[src/rtl/can_irq_pkg.sv]
package can_irq_pkg;
   typedef enum logic [2:0] {
      SEL_CTRL  = 3'd0,
      SEL_STAT  = 3'd1,
      SEL_CAUSE = 3'd2,
      SEL_PLO   = 3'd3,
      SEL_PHI   = 3'd4,
      SEL_CMASK = 3'd5,
      SEL_CREQ  = 3'd6,
      SEL_NONE  = 3'd7
   } reg_sel_e;

   localparam int CTRL_MASTER = 0;
   localparam int CTRL_STAT   = 1;
   localparam int CTRL_ERR    = 2;
endpackage

[src/rtl/can_irq_pend.sv]
module can_irq_pend #(
   parameter int N = 32
) (
   input  logic         clk,
   input  logic         rst_n,
   input  logic [N-1:0] set_i,
   input  logic [N-1:0] clr_i,
   output logic [N-1:0] pend_o
);
   for (genvar i = 0; i < N; i++) begin : g_bit
      logic flag_q;
      always_ff @(posedge clk or negedge rst_n) begin
         if (!rst_n) flag_q <= 1'b0;
         else        flag_q <= set_i[i] | (flag_q & ~clr_i[i]);
      end
      assign pend_o[i] = flag_q;

      // a new event always wins over a clear in the same cycle
      assert_set_wins_R7: assert property (@(posedge clk) disable iff (!rst_n)
         set_i[i] |=> pend_o[i]);
      assert_hold_R2: assert property (@(posedge clk) disable iff (!rst_n)
         (pend_o[i] && !clr_i[i]) |=> pend_o[i]);
   end
endmodule

[src/rtl/can_irq_prio.sv]
module can_irq_prio #(
   parameter int              N           = 32,
   parameter int              CW          = 16,
   parameter logic [CW-1:0]   STATUS_CODE = 16'h8000
) (
   input  logic [N-1:0]  pend_i,
   input  logic          stat_i,
   output logic [CW-1:0] cause_o
);
   logic [CW-1:0] lowest;

   always_comb begin
      lowest = '0;
      for (int i = N - 1; i >= 0; i--) begin
         if (pend_i[i]) lowest = CW'(i + 1);
      end
   end

   assign cause_o = stat_i ? STATUS_CODE : lowest;
endmodule

[src/rtl/can_irq_cmd.sv]
module can_irq_cmd #(
   parameter int N        = 32,
   parameter int BUSY_CYC = 3,
   parameter int NUM_W    = 6
) (
   input  logic             clk,
   input  logic             rst_n,
   input  logic             req_wr,
   input  logic [NUM_W-1:0] req_num,
   input  logic             mask_clr,
   output logic             busy_o,
   output logic [NUM_W-1:0] num_o,
   output logic [N-1:0]     clr_o
);
   localparam int CNT_W = $clog2(BUSY_CYC + 1);

   logic [CNT_W-1:0] cnt_q;
   logic [NUM_W-1:0] num_q;
   logic             accept;

   assign busy_o = (cnt_q != '0);
   assign accept = req_wr & ~busy_o;
   assign num_o  = num_q;

   always_ff @(posedge clk or negedge rst_n) begin
      if (!rst_n) begin
         cnt_q <= '0;
         num_q <= '0;
      end else if (accept) begin
         cnt_q <= CNT_W'(BUSY_CYC);
         num_q <= req_num;
      end else if (busy_o) begin
         cnt_q <= cnt_q - 1'b1;
      end
   end

   for (genvar i = 0; i < N; i++) begin : g_dec
      assign clr_o[i] = accept & mask_clr & (req_num == NUM_W'(i + 1));
   end

   assert_busy_after_req_R6: assert property (@(posedge clk) disable iff (!rst_n)
      accept |=> busy_o);
   assert_ignore_busy_R6: assert property (@(posedge clk) disable iff (!rst_n)
      (busy_o && req_wr) |=> $stable(num_o));
   assert_cnt_bound_R6: assert property (@(posedge clk) disable iff (!rst_n)
      cnt_q <= CNT_W'(BUSY_CYC));
   assert_clr_onehot_R5: assert property (@(posedge clk) disable iff (!rst_n)
      $onehot0(clr_o));
endmodule

[src/rtl/can_irq_ctrl.sv]
module can_irq_ctrl
   import can_irq_pkg::*;
#(
   parameter int            NUM_OBJ     = 32,
   parameter int            REG_W       = 16,
   parameter int            BUSY_CYC    = 3,
   parameter logic [15:0]   STATUS_CODE = 16'h8000
) (
   input  logic               clk,
   input  logic               rst_n,
   input  logic [NUM_OBJ-1:0] obj_evt,
   input  logic               stat_evt,
   input  logic               err_evt,
   input  logic               reg_wr,
   input  logic               reg_rd,
   input  logic [2:0]         reg_addr,
   input  logic [REG_W-1:0]   reg_wdata,
   output logic [REG_W-1:0]   reg_rdata,
   output logic               irq
);
   localparam int NUM_W = $clog2(NUM_OBJ + 1);
   localparam int WIDE  = 2 * REG_W;

   if (NUM_OBJ < 1 || NUM_OBJ > WIDE) begin : g_bad_num
      $error("NUM_OBJ must fit in two pending words");
   end
   if (BUSY_CYC < 1) begin : g_bad_busy
      $error("BUSY_CYC must be at least one");
   end
   if (REG_W < 16 || REG_W <= NUM_W) begin : g_bad_w
      $error("REG_W too narrow");
   end

   logic [2:0]         ctrl_q;
   logic               mask_q;
   logic               stat_q;
   logic               err_q;
   logic               irq_q;
   logic [NUM_OBJ-1:0] pend;
   logic [NUM_OBJ-1:0] clr;
   logic [REG_W-1:0]   cause;
   logic [WIDE-1:0]    pend_wide;
   logic               busy;
   logic [NUM_W-1:0]   cmd_num;
   logic               stat_clr;
   logic               wr_ctrl, wr_mask, wr_req;

   reg_sel_e sel;
   assign sel      = reg_sel_e'(reg_addr);
   assign wr_ctrl  = reg_wr && sel == SEL_CTRL;
   assign wr_mask  = reg_wr && sel == SEL_CMASK;
   assign wr_req   = reg_wr && sel == SEL_CREQ;
   assign stat_clr = reg_rd && sel == SEL_STAT;

   can_irq_pend #(.N(NUM_OBJ)) u_pend (
      .clk(clk), .rst_n(rst_n), .set_i(obj_evt), .clr_i(clr), .pend_o(pend));

   can_irq_cmd #(.N(NUM_OBJ), .BUSY_CYC(BUSY_CYC), .NUM_W(NUM_W)) u_cmd (
      .clk(clk), .rst_n(rst_n), .req_wr(wr_req),
      .req_num(reg_wdata[NUM_W-1:0]), .mask_clr(mask_q),
      .busy_o(busy), .num_o(cmd_num), .clr_o(clr));

   can_irq_prio #(.N(NUM_OBJ), .CW(REG_W), .STATUS_CODE(REG_W'(STATUS_CODE))) u_prio (
      .pend_i(pend), .stat_i(stat_q), .cause_o(cause));

   always_ff @(posedge clk or negedge rst_n) begin
      if (!rst_n) begin
         ctrl_q <= '0;
         mask_q <= 1'b0;
         stat_q <= 1'b0;
         err_q  <= 1'b0;
         irq_q  <= 1'b0;
      end else begin
         if (wr_ctrl) ctrl_q <= reg_wdata[2:0];
         if (wr_mask) mask_q <= reg_wdata[0];
         stat_q <= stat_evt | (stat_q & ~stat_clr);
         err_q  <= err_evt  | (err_q  & ~stat_clr);
         irq_q  <= ctrl_q[CTRL_MASTER] &
                   ((|pend) | (ctrl_q[CTRL_STAT] & stat_q) | (ctrl_q[CTRL_ERR] & err_q));
      end
   end
   assign irq = irq_q;

   always_comb begin
      pend_wide = '0;
      pend_wide[NUM_OBJ-1:0] = pend;
   end

   always_comb begin
      reg_rdata = '0;
      case (sel)
         SEL_CTRL:  reg_rdata[2:0] = ctrl_q;
         SEL_STAT:  reg_rdata[1:0] = {err_q, stat_q};
         SEL_CAUSE: reg_rdata = cause;
         SEL_PLO:   reg_rdata = pend_wide[REG_W-1:0];
         SEL_PHI:   reg_rdata = pend_wide[WIDE-1:REG_W];
         SEL_CMASK: reg_rdata[0] = mask_q;
         SEL_CREQ: begin
            reg_rdata[REG_W-1]   = busy;
            reg_rdata[NUM_W-1:0] = cmd_num;
         end
         default:   reg_rdata = '0;
      endcase
   end

   assert_cause_zero_R3: assert property (@(posedge clk) disable iff (!rst_n)
      (cause == '0) == (pend == '0 && !stat_q));
   assert_stat_read_R4: assert property (@(posedge clk) disable iff (!rst_n)
      (stat_clr && !stat_evt) |=> !stat_q);
   assert_master_gate_R8: assert property (@(posedge clk) disable iff (!rst_n)
      !ctrl_q[CTRL_MASTER] |=> !irq);
endmodule

[config.mk]
export PLATFORM = sky130hd
export DESIGN_NAME = can_irq_ctrl
export DESIGN_NICKNAME = d
export VERILOG_FILES = /design/src/rtl/can_irq_pkg.sv /design/src/rtl/can_irq_pend.sv /design/src/rtl/can_irq_prio.sv /design/src/rtl/can_irq_cmd.sv /design/src/rtl/can_irq_ctrl.sv
export SDC_FILE = /design/constraint.sdc
export NUM_CORES = 1
export LEC_CHECK = 0
export ABC_AREA = 1
export BUFFER_PORTS_ARGS = -buffer_cell sky130_fd_sc_hd__buf_2
export CORE_ASPECT_RATIO = 0.9
export CORE_MARGIN = 2
export CORE_UTILIZATION = 50
export DETAILED_ROUTE_END_ITERATION = 10
export PLACE_DENSITY = 0.76
export SLEW_MARGIN = 20
export SYNTH_ARGS = -nofsm -noshare
export SYNTH_HDL_FRONTEND = slang
export SYNTH_SLANG_ARGS = --single-unit
[constraint.sdc]
create_clock -name clk -period 5.12 [get_ports clk]
set_input_delay 0.512 -clock clk [delete_from_list [all_inputs] [get_ports clk]]
set_output_delay 0.512 -clock clk [all_outputs]
set_load 0.03 [all_outputs]
Word-level counts from Yosys, hierarchy flattened
Cells that the tools add are included.

Register bits after elaboration: 47. Input port bits: 57. Output and inout bits: 17. Word-level logic and storage cells: 268.

$add $sub $neg: 1. Equality and inequality tests: 38. Muxes and demuxes: 41. Bitwise operators: 141. Reduce and logical (&&, ||, !) cells: 8.

Operator list (count): two-way mux 6 bit (32); equality test 6 x 5 -> 1 bit, second input constant (16); AND 1 bit (71); equality test 6 x 4 -> 1 bit, second input constant (8); bitwise OR 1 bit (36); NOT 1 bit (34); OR reduction 32 bit (1); case mux 9 bit (3 select lines) (1); equality test 6 x 3 -> 1 bit, second input constant (4); two-way mux 16 bit (1); equality test 6 x 2 -> 1 bit, second input constant (2); case mux 3 bit (4 select lines) (1); equality test 3 bit, second input constant (3); case mux 1 bit (7 select lines) (1); equality test 3 x 2 -> 1 bit, second input constant (2); equality test 6 x 1 -> 1 bit, second input constant (1); equality test 6 bit, second input constant (1); case mux 1 bit (6 select lines) (1); case mux 1 bit (5 select lines) (1); logical AND 1 bit (4); two-way mux 2 bit (2); case mux 1 bit (4 select lines) (1); nonzero test 2 bit (2); equality test 3 x 1 -> 1 bit, second input constant (1); 2 further kinds (2).

Longest topological paths before layout
Gate-level depths: netlist of the first run.

Depth in word-level cells: 34. Gate-level depth with buffers: 33. Mapped depth without buffers: 33.

By module
From an unflattened synthesis of the first run, not the netlist that was laid out.

Cells, all modules: 586. Area, all modules: 3580.9 µm².

By module, submodules not included: can_irq_pend (times used 1, cells each 192, area each 1521.5 µm², seq. area each 800.8 µm²); can_irq_ctrl (times used 1, cells each 164, area each 878.3 µm², seq. area each 175.2 µm²); can_irq_cmd (times used 1, cells each 108, area each 623.1 µm², seq. area each 200.2 µm²); can_irq_prio (times used 1, cells each 122, area each 558.0 µm², seq. area each 0.0 µm²).

Worst setup path after synthesis of the first run
OpenSTA, ideal clock, no wires.

Path kind: flip-flop to output port. From: register u_pend.g_bit[29].flag_q. To: output port reg_rdata[0]. Arrival time: 1934 ps. Data required time: 4608 ps. Setup slack: 2674 ps. Stages on the path, launching flop included: 34. Path buffers: 0. Cells stage by stage: dfrtp_1 inv_2 nand2_1 nand2_1 nand2_1 nand2_1 nand2_1 nand2_1 nand2_1 nand2_1 nand2_1 nand2_1 nand2_1 nand2_1 nand2_1 nand2_1 nand2_1 nand2_1 nand2_1 nand2_1 nand2_1 nand2_1 nand2_1 nand2_1 nand2_1 nand2_1 nand2_1 nand2_1 nand2_1 nand2_1 nand2_1 nand2_1 nand2_1 nand2_1.

Word-level cells in the longest chain between the ends: 32.

Ends and longest elaborated chain: start, declared (line can_irq_pend.sv:11) `logic flag_q;`; start signal, assigned (line can_irq_pend.sv:14) `else flag_q <= set_i[i] | (flag_q & ~clr_i[i]);`; two-way mux 6 bit (30 in a row) (line can_irq_prio.sv:15) `if (pend_i[i]) lowest = CW'(i + 1);`; two-way mux 16 bit (line can_irq_prio.sv:19) `assign cause_o = stat_i ? STATUS_CODE : lowest;`; case mux 1 bit (7 select lines) (line can_irq_ctrl.sv:91) `case (sel)`; end, declared (line can_irq_ctrl.sv:18) `output logic [REG_W-1:0] reg_rdata,`.

No other way between the ends.

Worst setup path after layout of the first run
Ends and elaborated chain as after synthesis.

==> results of run 1 <==
==> sequential cells by signal, indices dropped and copies added (netlist names) <==
signal	cells
err_q	1
u_pend.g_bit.flag_q	32
irq	1
u_cmd.num_o	6
stat_q	1
u_cmd.cnt_q	2
mask_q	1
ctrl_q	3
==> report_power, final <==
| part | internal, W | total (W) | switching, W |
|---|---|---|---|
| Sequential | 0.000407 | 0.000429 | 0.0000223 |
| Combinational | 0.0000625 | 0.000172 | 0.000110 |
| Clock | 0.000158 | 0.000288 | 0.000130 |
==> cells by family after synthesis <==
logic type | after synthesis
AND/OR/NAND/NOR | 171
AO/OA/AOI/OAI | 75
buffers and inverters | 63
flip-flops | 47
adder cells (fa/ha/maj) | 1
==> worst min path at each step <==
stage               depth (start not counted)  slack [ps]   startpoint                 endpoint
floorplan                                   0         220        rst_n                ctrl_q[0]
global placement                            2         470    ctrl_q[0]                ctrl_q[0]
detailed placement                          2         490    ctrl_q[0]                ctrl_q[0]
CTS                                         3         380  obj_evt[30]  u_pend.g_bit[30].flag_q
global route                                1         250        rst_n  u_pend.g_bit[26].flag_q
finish                                      1         210        rst_n  u_pend.g_bit[26].flag_q
==> stage by stage <==
stage	hold WS, ps	util	cell area (um^2)	power, W
2_1_floorplan	216	-	2790	0.000540
3_3_place_gp	474	0.597	3170	0.000602
3_5_place_dp	486	0.597	3170	0.000609
4_1_cts	377	0.619	3290	0.000893
5_1_grt	250	0.619	3290	0.000930
6_report	210	0.619	3290	0.000890
==> layer usage <==
layer,up-vias,global-route usage
li1,1299,-
met1,1212,0.388
met2,111,0.381
met3,14,0.0576
met4,0,0.0801
met5,-,0
==> layout by cell type (no fill, tap or decap), types with 7 or more instances in the layout <==
cell type	n
buf_2	62
bufinv_8	11
dfrtp_1	47
inv_1	23
inv_2	20
nand2_1	83
nand3_1	13
nor2_1	58
nor3_1	7
o21ai_1	13
o21bai_1	32
o22ai_1	11
==> cell type report <==
| type | instances | area, um^2 | share of cell area |
|---|---|---|---|
| clock buffer | 6 | 82.6 | 0.0251 |
| timing repair buffer | 63 | 318 | 0.0965 |
| clock inverter | 2 | 35.0 | 0.0106 |
| sequential | 47 | 1180 | 0.357 |
| tap | 67 | 83.8 | 0.0255 |
| multi-input combinational | 247 | 1220 | 0.372 |
| inverter | 58 | 373 | 0.113 |
==> worst max-delay path: cells and delay by family (launching register included) <==
family	cells	cell delay, ps
AND/OR/NAND/NOR	32	1610
flip-flops	1	400
buffers and inverters	2	260
==> summary.md, run 1 <==
| Metric | Value |
|---|---|
| Status | `completed` |
| Worst path arrival time | `roughly 2600 ps` |
| Final Setup Violations | `0` |
| R2R setup slack | `2880 ps` |
| TNS Setup | `0 ps` |
| RD Place Congestion | `0.990` |
| Detail Route met3 WL | `587 um` |
| Crit path capture | `reg_rdata[0]` |
| Worst reg2reg path depth | `9` |
| Met1 Routed Length | `3590 um` |
| Final net count | `480` |
| Hold buffers post-CTS | `0` |
| Simple-Gate Fraction of Synth Area | `0.250` |
| Dominant cells by area after synthesis | `dfrtp_1, nand2_1, o21bai_1` |
| Post-synthesis sequential area ratio | `0.421` |
| Worst-path maximum fanout | `3` |
| XOR/XNOR share of the synthesized area | `0` |
| Setup WS pre-CTS | `2330 ps` |
| Clock net sink count | `47` |
| Initial DRC Count | `225` |
| Vias per inst | `between 5 and 6` |
| Share of cells above drive strength 1 | `0.253` |
| Max layer used | `met4` |
| Post-synth ARST share | `1.00` |
| DR DRC count | `0` |
| Core area | `0.00532 mm^2` |
| Crit end category | `output pin` |
| # IOs | `74` |
| Final Slew Violations | `0` |
| Synth cell count leaders | `nand2_1, nor2_1, dfrtp_1` |
| Port-buffer cells | `63` |
| Total global routing overflow | `0` |
| Critical path required time | `4610 ps` |
| Post CTS Setup Buffer Count | `0` |
| Ant diodes | `0` |
| Largest net degree at the start of global routing | `48` |
| YS warnings | `0` |
| Synth area leader | `dfrtp_1` |
| Initial antenna violation count | `0` |
| Avg WL per Cell | `15.4 um` |
| Die ar. | `0.00620 mm^2` |
| Drt total wl | `7560 um` |
| Share of the synthesized area in the top cell type | `0.421` |
| Number of routed nets with antenna violations | `0` |
| Post-synthesis compound-gate area fraction | `0.184` |
| F_max | `0.321 GHz` |
| Pleak | `between 1.5 and 2 nW` |
| Htree depth | `2` |
| Num rows | `25` |
| Mapped Nets | `around 420` |
| Synth Area per Inst | `about 8 um^2` |
| Final Skew | `6.76 ps` |
| GRT Total Usage | `0.261` |
| Later-pin clock latency in the skew report | `310 ps` |
| Min Tclk post-route | `3110 ps` |
| Worst-path clk slew | `~90 ps` |
| Worst setup startpoint | `u_pend.g_bit[29].flag_q` |
| Layout area overhead | `17.9%` |
| Die Y | `74.9 um` |
| WL met2 | `3240 um` |
| Pwr Density | `about 270 mW/mm^2` |
| Max Cap Viol | `0` |
| Kind of start point of the critical path | `flop` |
| Setup slack after layout | `2010 ps` |
| Detailed Routing Iterations Pass 1 | `5` |
| EDFF count, synth | `0` |
| Via count | `around 2,600` |
| FF+latch count, synth | `47` |
| Hold Fails Final Rpt | `0` |
| Largest family of logic cells by synthesized area | `simple AND/OR/NAND/NOR gates` |
| First-pass GRT wire length | `12,000 um` |
| Worst Tran Pin Value | `about 800 ps` |
| RSZ-0062 raised after global routing | `false` |
| VDD IR max | `0.165 mV` |
| RR Endpoint | `u_pend.g_bit[2].flag_q` |
| Chip width | `82.8 um` |
| Delay of the slowest critical-path stage | `400 ps` |
| R2r startpoint | `u_cmd.cnt_q[0]` |
| CTS buffer count | `5` |
| Post-synth top flop | `dfrtp_1` |
| Synth Area in Adders | `0.00448` |
| Most used cell, CP | `nand2_1` |
| DPL Wire Length | `5780 um` |
| Mux cell area share after synthesis | `0` |
| Critical path's slowest cell | `dfrtp_1` |
| Synth cell types | `32` |
| Filler instances | `499` |
| Initial Util | `0.525` |
| CTS Root Cell | `clkbuf_8` |
| Critical path type | `reg2out` |
| Mapped cell area | `0.00279 mm^2` |
| Hold Crit Class | `in2async` |
| Syn Inst Count | `357` |
| Vias in the first global route | `~2,500` |
| Post_cts resized | `0` |
| CTS max path bufs | `2` |
| Tcrit/Tclk final | `0.608` |
| Final non-filler cell total | `between 400 and 500` |
| CTS tree | `built` |
| Worst rel slew slack | `0.479` |
| Placed insts | `482` |
| Top-count cell post-synth | `nand2_1` |
Note: power is estimated with default switching activity, not from simulation.
==> run 2: changes to the inputs <==
CORE_UTILIZATION = 48   (was 50)
PLACE_DENSITY = 0.77   (was 0.76)
clock period = 2.6 ns   (was 5.12 ns; I/O delays follow)
==> run 2 against run 1 <==
Compared with the run above: the run now ends with hold timing, setup timing left; critical path depth is the same; combinational power rose by 98%; wire length shrank 2.4%; setup slack lost 2200 ps; clock power grew 92%; critical endpoint unchanged; largest cell class unchanged; largest power group unchanged; highest routed layer unchanged.
==> summary.md, run 2 (synthesis results as in run 1) <==
| Metric | Value |
|---|---|
| F_max | `0.356 GHz` |
| Hold Fails Final Rpt | `47 (+47)` |
| Worst rel slew slack | `0.594 (+0.116)` |
| Post-DP Area | `0.00321 mm^2 (+1.1%)` |
| Layout area overhead | `21.5%` |
| Drt total wl | `7380 um (-2.4%)` |
| Largest register FFs | `32 (unchanged)` |
| R2R setup slack | `440 ps (-2440 ps)` |
| Ant diodes | `0 (unchanged)` |
| Chip width | `84.4 um (+2.0%)` |
| Port-buffer cells | `63 (unchanged)` |
| Reg with most FFs | `u_pend.g_bit.flag_q` |
| Via count | `2,684 (+1.8%)` |
| # IOs | `74 (unchanged)` |
| Initial antenna violation count | `0 (unchanged)` |
| Final Power | `0.00174 W (+96%)` |
| GRT Total Usage | `0.233 (-0.0283)` |
| Final Slew Violations | `0 (unchanged)` |
| Worst Tran Pin Value | `609 ps (-171 ps)` |
| Clock net sink count | `47 (unchanged)` |
| Vias in the first global route | `2,613 (+2.6%)` |
| Most used cell, CP | `nand2_1` |
| Pwr Density | `513 mW/mm^2 (+90%)` |
| Kind of start point of the critical path | `flop` |
| Number of routed nets with antenna violations | `0 (unchanged)` |
| Initial DRC Count | `283 (+26%)` |
| Die Y | `76.4 um (+2.0%)` |
| Final non-filler cell total | `503 (+2.7%)` |
| Min Tclk post-route | `approximately 2800 ps` |
| Critical path's slowest cell | `dfrtp_1` |
| R2r startpoint | `u_cmd.cnt_q[0]` |
| Most common cell after layout, fill and taps aside | `nand2_1` |
| Most frequent cells in the layout | `nand2_1, buf_2, nor2_1` |
| Setup slack after layout | `-208 ps (-2210 ps)` |
| Largest net degree at the start of global routing | `48 (unchanged)` |
| Htree depth | `2 (unchanged)` |
| Hold WS | `-37.4 ps (-248 ps)` |
| Final Util | `0.600 (-0.0194)` |
| Crit end category | `output pin` |
| DR DRC count | `0 (unchanged)` |
| Delay of the slowest critical-path stage | `410 ps (about the same)` |
| Final net count | `490 (+2.1%)` |
| Avg WL per Cell | `14.7 um (-4.9%)` |
| Final Skew | `5.88 ps (-0.880 ps)` |
| Initial Util | `0.494 (-0.0318)` |
| Max Cap Viol | `0 (unchanged)` |
| RD Place Congestion | `0.946 (-4.4%)` |
| Hold buffers post-CTS | `0 (unchanged)` |
| Seq. cell area | `0.00118 mm^2 (unchanged)` |
| Worst reg2reg path depth | `10 (+1)` |
| Footprint of the multi-input gates | `0.00124 mm^2 (+1.2%)` |
| Hold Crit Class | `in2async` |
| Core area | `0.00566 mm^2 (+6.4%)` |
| Status | `finished, violations left` |
| CTS Root Cell | `clkbuf_8` |
| Placed insts | `489 (+1.5%)` |
| Num rows | `26 (+4.0%)` |
| Later-pin clock latency in the skew report | `300 ps (about the same)` |
| CTS buffer count | `5 (unchanged)` |
| CTS max path bufs | `2 (unchanged)` |
| Detailed Routing Iterations Pass 1 | `5 (unchanged)` |
| CTS tree | `built` |
| Critical path type | `reg2out` |
| Worst path arrival time | `2550 ps (-50 ps)` |
| RSZ-0062 raised after global routing | `true` |
| Final Setup Violations | `2 (+2)` |
| Worst-path maximum fanout | `2 (-1)` |
| Worst-path clk slew | `90 ps (about the same)` |
| Vias per inst | `5.34 (-0.81%)` |
| DPL Wire Length | `5680 um (-1.7%)` |
| Share of cells above drive strength 1 | `0.277 (+0.0242)` |
| Tcrit/Tclk final | `1.08` |
| Die ar. | `0.00645 mm^2 (+4.0%)` |
| VDD IR max | `0.340 mV (+110%)` |
| Pleak | `1.70 nW (+2.9%)` |
| RR Endpoint | `u_pend.g_bit[8].flag_q` |
| Fin area | `0.00340 mm^2 (+3.1%)` |
| Total global routing overflow | `0 (unchanged)` |
| First-pass GRT wire length | `12,000 um (+0.28%)` |
| Failing checks | `hold timing, setup timing` |
| Filler instances | `541 (+8.4%)` |
| Critical path required time | `2340 ps (-2270 ps)` |
## run 2: cell type report
class / count / area share
Inverter: 58 / 0.110
Sequential cell: 47 / 0.346
Multi-Input combinational cell: 247 / 0.365
Clock inverter: 2 / 0.0103
Timing Repair Buffer: 73 / 0.118
Tap cell: 70 / 0.0258
Clock buffer: 6 / 0.0243
## run 2: how the worst max path moves through the flow
| stage | from | endpoint | slack [ps] | cells after the start |
|---|---|---|---|---|
| CTS | u_pend.g_bit[28].flag_q | reg_rdata[0] | -180 | 33 |
| floorplan | u_pend.g_bit[29].flag_q | reg_rdata[0] | 410 | 33 |
| finish | u_pend.g_bit[29].flag_q | reg_rdata[0] | -210 | 34 |
| global route | u_pend.g_bit[29].flag_q | reg_rdata[0] | -520 | 34 |
| detailed placement | u_pend.g_bit[29].flag_q | reg_rdata[0] | 90 | 34 |
| global placement | u_pend.g_bit[29].flag_q | reg_rdata[0] | 100 | 34 |
## run 2: critical path: cells and delay by family (launching register included)
| kind | cells | cell delay [ps] |
|---|---|---|
| simple gates | 32 | 1620 |
| flops | 1 | 410 |
| buf+inv | 2 | 200 |
## run 2: where the power goes
part / leakage, nW / internal [W] / switching, W
registers: 0.461 / 0.000802 / 0.0000447
clock network: 0.0612 / 0.000311 / 0.000243
logic: 1.18 / 0.000128 / 0.000213
## run 2: through the flow
stage,setup WS [ps],TNS [ps]
floorplan,406,0
global placement,104,0
detailed placement,91.4,0
CTS,-181,-188
global route,-518,-806
finish,-208,-325
## run 2: per-layer routing
layer,up-vias,share of wire,track usage
met1,1225,0.45,0.346
met3,19,0.086,0.0477
met5,-,0,0
li1,1317,-,-
met4,0,0.019,0.0667
met2,123,0.45,0.345
## run 2: what timing repair did
action	CTS	global route
setup buffers	4	2
endpoints found under the setup margin	2	3
gates cloned	0	0
pin swaps	0	1
resized for setup	5	1
==> run 3: changes to the inputs <==
--- a/config.mk
+++ b/config.mk
@@ -8,8 +8,9 @@
 export ABC_AREA = 1
-export BUFFER_PORTS_ARGS = -buffer_cell sky130_fd_sc_hd__buf_2
 export CORE_ASPECT_RATIO = 0.9
 export CORE_MARGIN = 2
-export CORE_UTILIZATION = 48
+export CORE_UTILIZATION = 50
 export DETAILED_ROUTE_END_ITERATION = 10
-export PLACE_DENSITY = 0.77
+export DONT_BUFFER_PORTS = 1
+export HOLD_SLACK_MARGIN = 0.05
+export PLACE_DENSITY = 0.68
 export SLEW_MARGIN = 20
==> constraint.sdc (replaced) <==
create_clock -name clk -period 2.6 [get_ports clk]
set_input_delay 0.13 -clock clk [delete_from_list [all_inputs] [get_ports clk]]
set_output_delay 0.13 -clock clk [all_outputs]
set_load 0.03 [all_outputs]
==> run 3 against run 2 <==
Compared with the run above: the flow finishes with violations (setup timing); clock skew up 4.0 ps; global-route usage up 3.9 points; first-iteration DRC count down 17%; non-clock buffer count down 23; sequential cell count unchanged; sequential power up 0.6%; register-to-register slack about the same; utilization up 5.6 points; total power up 0.60%; hold slack better by 89 ps; critical path type unchanged; highest routed layer unchanged.
==> summary.md, run 3 (synthesis results as in run 1) <==
| Metric | Value |
|---|---|
| Crit end category | `output pin` |
| Die Y | `74.9 um (-1.9%)` |
| DPL Wire Length | `5700 um (+0.28%)` |
| Met1 Use GR | `0.381 (+0.0348)` |
| Largest net degree at the start of global routing | `48 (unchanged)` |
| Drt total wl | `7840 um (+6.2%)` |
| Setup slack after layout | `-63.2 ps (+144 ps)` |
| Fin area | `0.00349 mm^2 (+2.7%)` |
| VDD IR max | `0.365 mV (+7.2%)` |
| Max Cap Viol | `0 (unchanged)` |
| Total global routing overflow | `0 (unchanged)` |
| Pwr Density | `502 mW/mm^2 (-2.1%)` |
| Share of cells above drive strength 1 | `0.129 (-0.148)` |
| Most used cell, CP | `nand2_1` |
| # IOs | `74 (unchanged)` |
| Grt peak-use layer | `met2` |
| Reg with most FFs | `u_pend.g_bit.flag_q` |
| Met3 usage | `0.0647 (+0.0171)` |
| Critical path required time | `2470 ps (+130 ps)` |
| Later-pin clock latency in the skew report | `310 ps (about the same)` |
| Hold Crit Class | `in2reg` |
| Layout area overhead | `24.9%` |
| Largest register FFs | `32 (unchanged)` |
| GRT Total Usage | `0.272 (+0.0389)` |
| DR DRC count | `0 (unchanged)` |
| CTS buffer count | `5 (unchanged)` |
| Met2 Usage GRT | `0.417 (+0.0714)` |
| Tcrit/Tclk final | `1.02 (-0.0555)` |
| Initial Util | `0.525 (+0.0318)` |
| Final net count | `467 (-4.7%)` |
| Vias in the first global route | `2,576 (-1.4%)` |
| R2R setup slack | `450 ps (about the same)` |
| First-pass GRT wire length | `12,400 um (+3.1%)` |
| Most common cell after layout, fill and taps aside | `nand2_1` |
| Footprint of the multi-input gates | `0.00123 mm^2 (-0.40%)` |
| Critical path's slowest cell | `dfrtp_1` |
| Status | `finished, violations left` |
| Critical path type | `reg2out` |
| Final Setup Violations | `2 (unchanged)` |
| CTS max path bufs | `2 (unchanged)` |
| Filler instances | `482 (-11%)` |
| Number of routed nets with antenna violations | `0 (unchanged)` |
| F_max | `0.375 GHz (+5.4%)` |
| RD Place Congestion | `0.878 (-7.2%)` |
| Initial DRC Count | `234 (-17%)` |
| Hold Fails Final Rpt | `0 (-100%)` |
| Seq. cell area | `0.00118 mm^2 (unchanged)` |
| Vias per inst | `5.52 (+3.5%)` |
| Most frequent cells in the layout | `nand2_1, nor2_1, dfrtp_1` |
| Clock net sink count | `47 (unchanged)` |
| Post-DP Area | `0.00289 mm^2 (-9.9%)` |
| Detailed Routing Iterations Pass 1 | `5 (unchanged)` |
| Worst rel slew slack | `0.454 (-0.140)` |
| Worst path arrival time | `2530 ps (-20 ps)` |
| Worst-path maximum fanout | `2 (unchanged)` |
| CTS tree | `built` |
| Ant diodes | `0 (unchanged)` |
| Min Tclk post-route | `2660 ps (-144 ps)` |
| Core area | `0.00532 mm^2 (-6.1%)` |
| Failing checks | `setup timing` |
| Final Slew Violations | `0 (unchanged)` |
| Port-buffer cells | `0 (-100%)` |
| Worst Tran Pin Value | `798 ps (+189 ps)` |
| Final Power | `0.00175 W (+0.60%)` |
| Htree depth | `2 (unchanged)` |
| CTS Root Cell | `clkbuf_8` |
| Avg WL per Cell | `16.4 um (+12%)` |
| Chip width | `82.8 um (-1.9%)` |
| Delay of the slowest critical-path stage | `400 ps (about the same)` |
| Num rows | `25 (-3.8%)` |
| Worst-path clk slew | `90 ps (about the same)` |
| Initial antenna violation count | `0 (unchanged)` |
| Final Skew | `9.87 ps (+3.99 ps)` |
| Die ar. | `0.00620 mm^2 (-3.8%)` |
| Pleak | `1.61 nW (-5.5%)` |
| RSZ-0062 raised after global routing | `true` |
| Kind of start point of the critical path | `flop` |
| Via count | `2,634 (-1.9%)` |
==> run 3: what timing repair did <==
action | 4_1_cts | 5_1_grt
buffers inserted | 1 | 1
gates cloned | 0 | 0
hold endpoints to repair | 91 | 0
setup endpoints to repair | 1 | 2
pin swaps | 0 | 0
resized for setup | 3 | 0
hold buffers | 44 | 0
==> run 3: final cells by class <==
type / count / area share
Clock buffer: 6 / 0.0237
Clock inverter: 2 / 0.0100
Inverter: 58 / 0.107
Multi-Input combinational cell: 247 / 0.354
Sequential cell: 47 / 0.337
Tap cell: 67 / 0.0240
Timing Repair Buffer: 50 / 0.144
==> run 3: final timing paths <==
| kind | startpoint | to | cells past startpoint |
|---|---|---|---|
| setup / recovery | u_pend.g_bit[29].flag_q | reg_rdata[0] | 33 |
| hold reg to reg | ctrl_q[0] | ctrl_q[0] | 2 |
| max in group asynchronous | rst_n | u_pend.g_bit[2].flag_q | 2 |
| hold / removal | reg_wr | mask_q | 2 |
| min in group asynchronous | rst_n | u_pend.g_bit[9].flag_q | 2 |
| setup reg to reg | u_cmd.cnt_q[0] | u_pend.g_bit[31].flag_q | 9 |
==> run 3: report_power, final <==
group          internal, W  leakage [nW]  switching, W
Combinational     0.000131          1.08      0.000197
Clock             0.000311        0.0612      0.000261
Sequential        0.000802         0.461     0.0000493
==> run 3: layer usage <==
layer  up-vias  wire [um]
li1       1273          -
met1      1205       3470
met2       134       3460
met3        22        734
met4         0        168
met5         -          0
==> run 3: stage by stage <==
stage / cells / utilization / setup slack (ps) / hold slack, ps / TNS (ps)
floorplan: 357 / - / 536 / -166 / 0
global placement: 423 / 0.543 / 227 / -164 / 0
detailed placement: 423 / 0.543 / 198 / -164 / 0
CTS: 476 / 0.655 / -44.3 / 53.7 / -44.3
global route: 477 / 0.656 / -386 / 53.5 / -699
finish: 477 / 0.656 / -63.2 / 51.6 / -79.2
==> run 3: worst max-delay path: cells and delay by family, from the launching register on <==
family | cells | cell delay [ps]
flops | 1 | 400
simple gates | 32 | 1730
buf+inv | 1 | 60
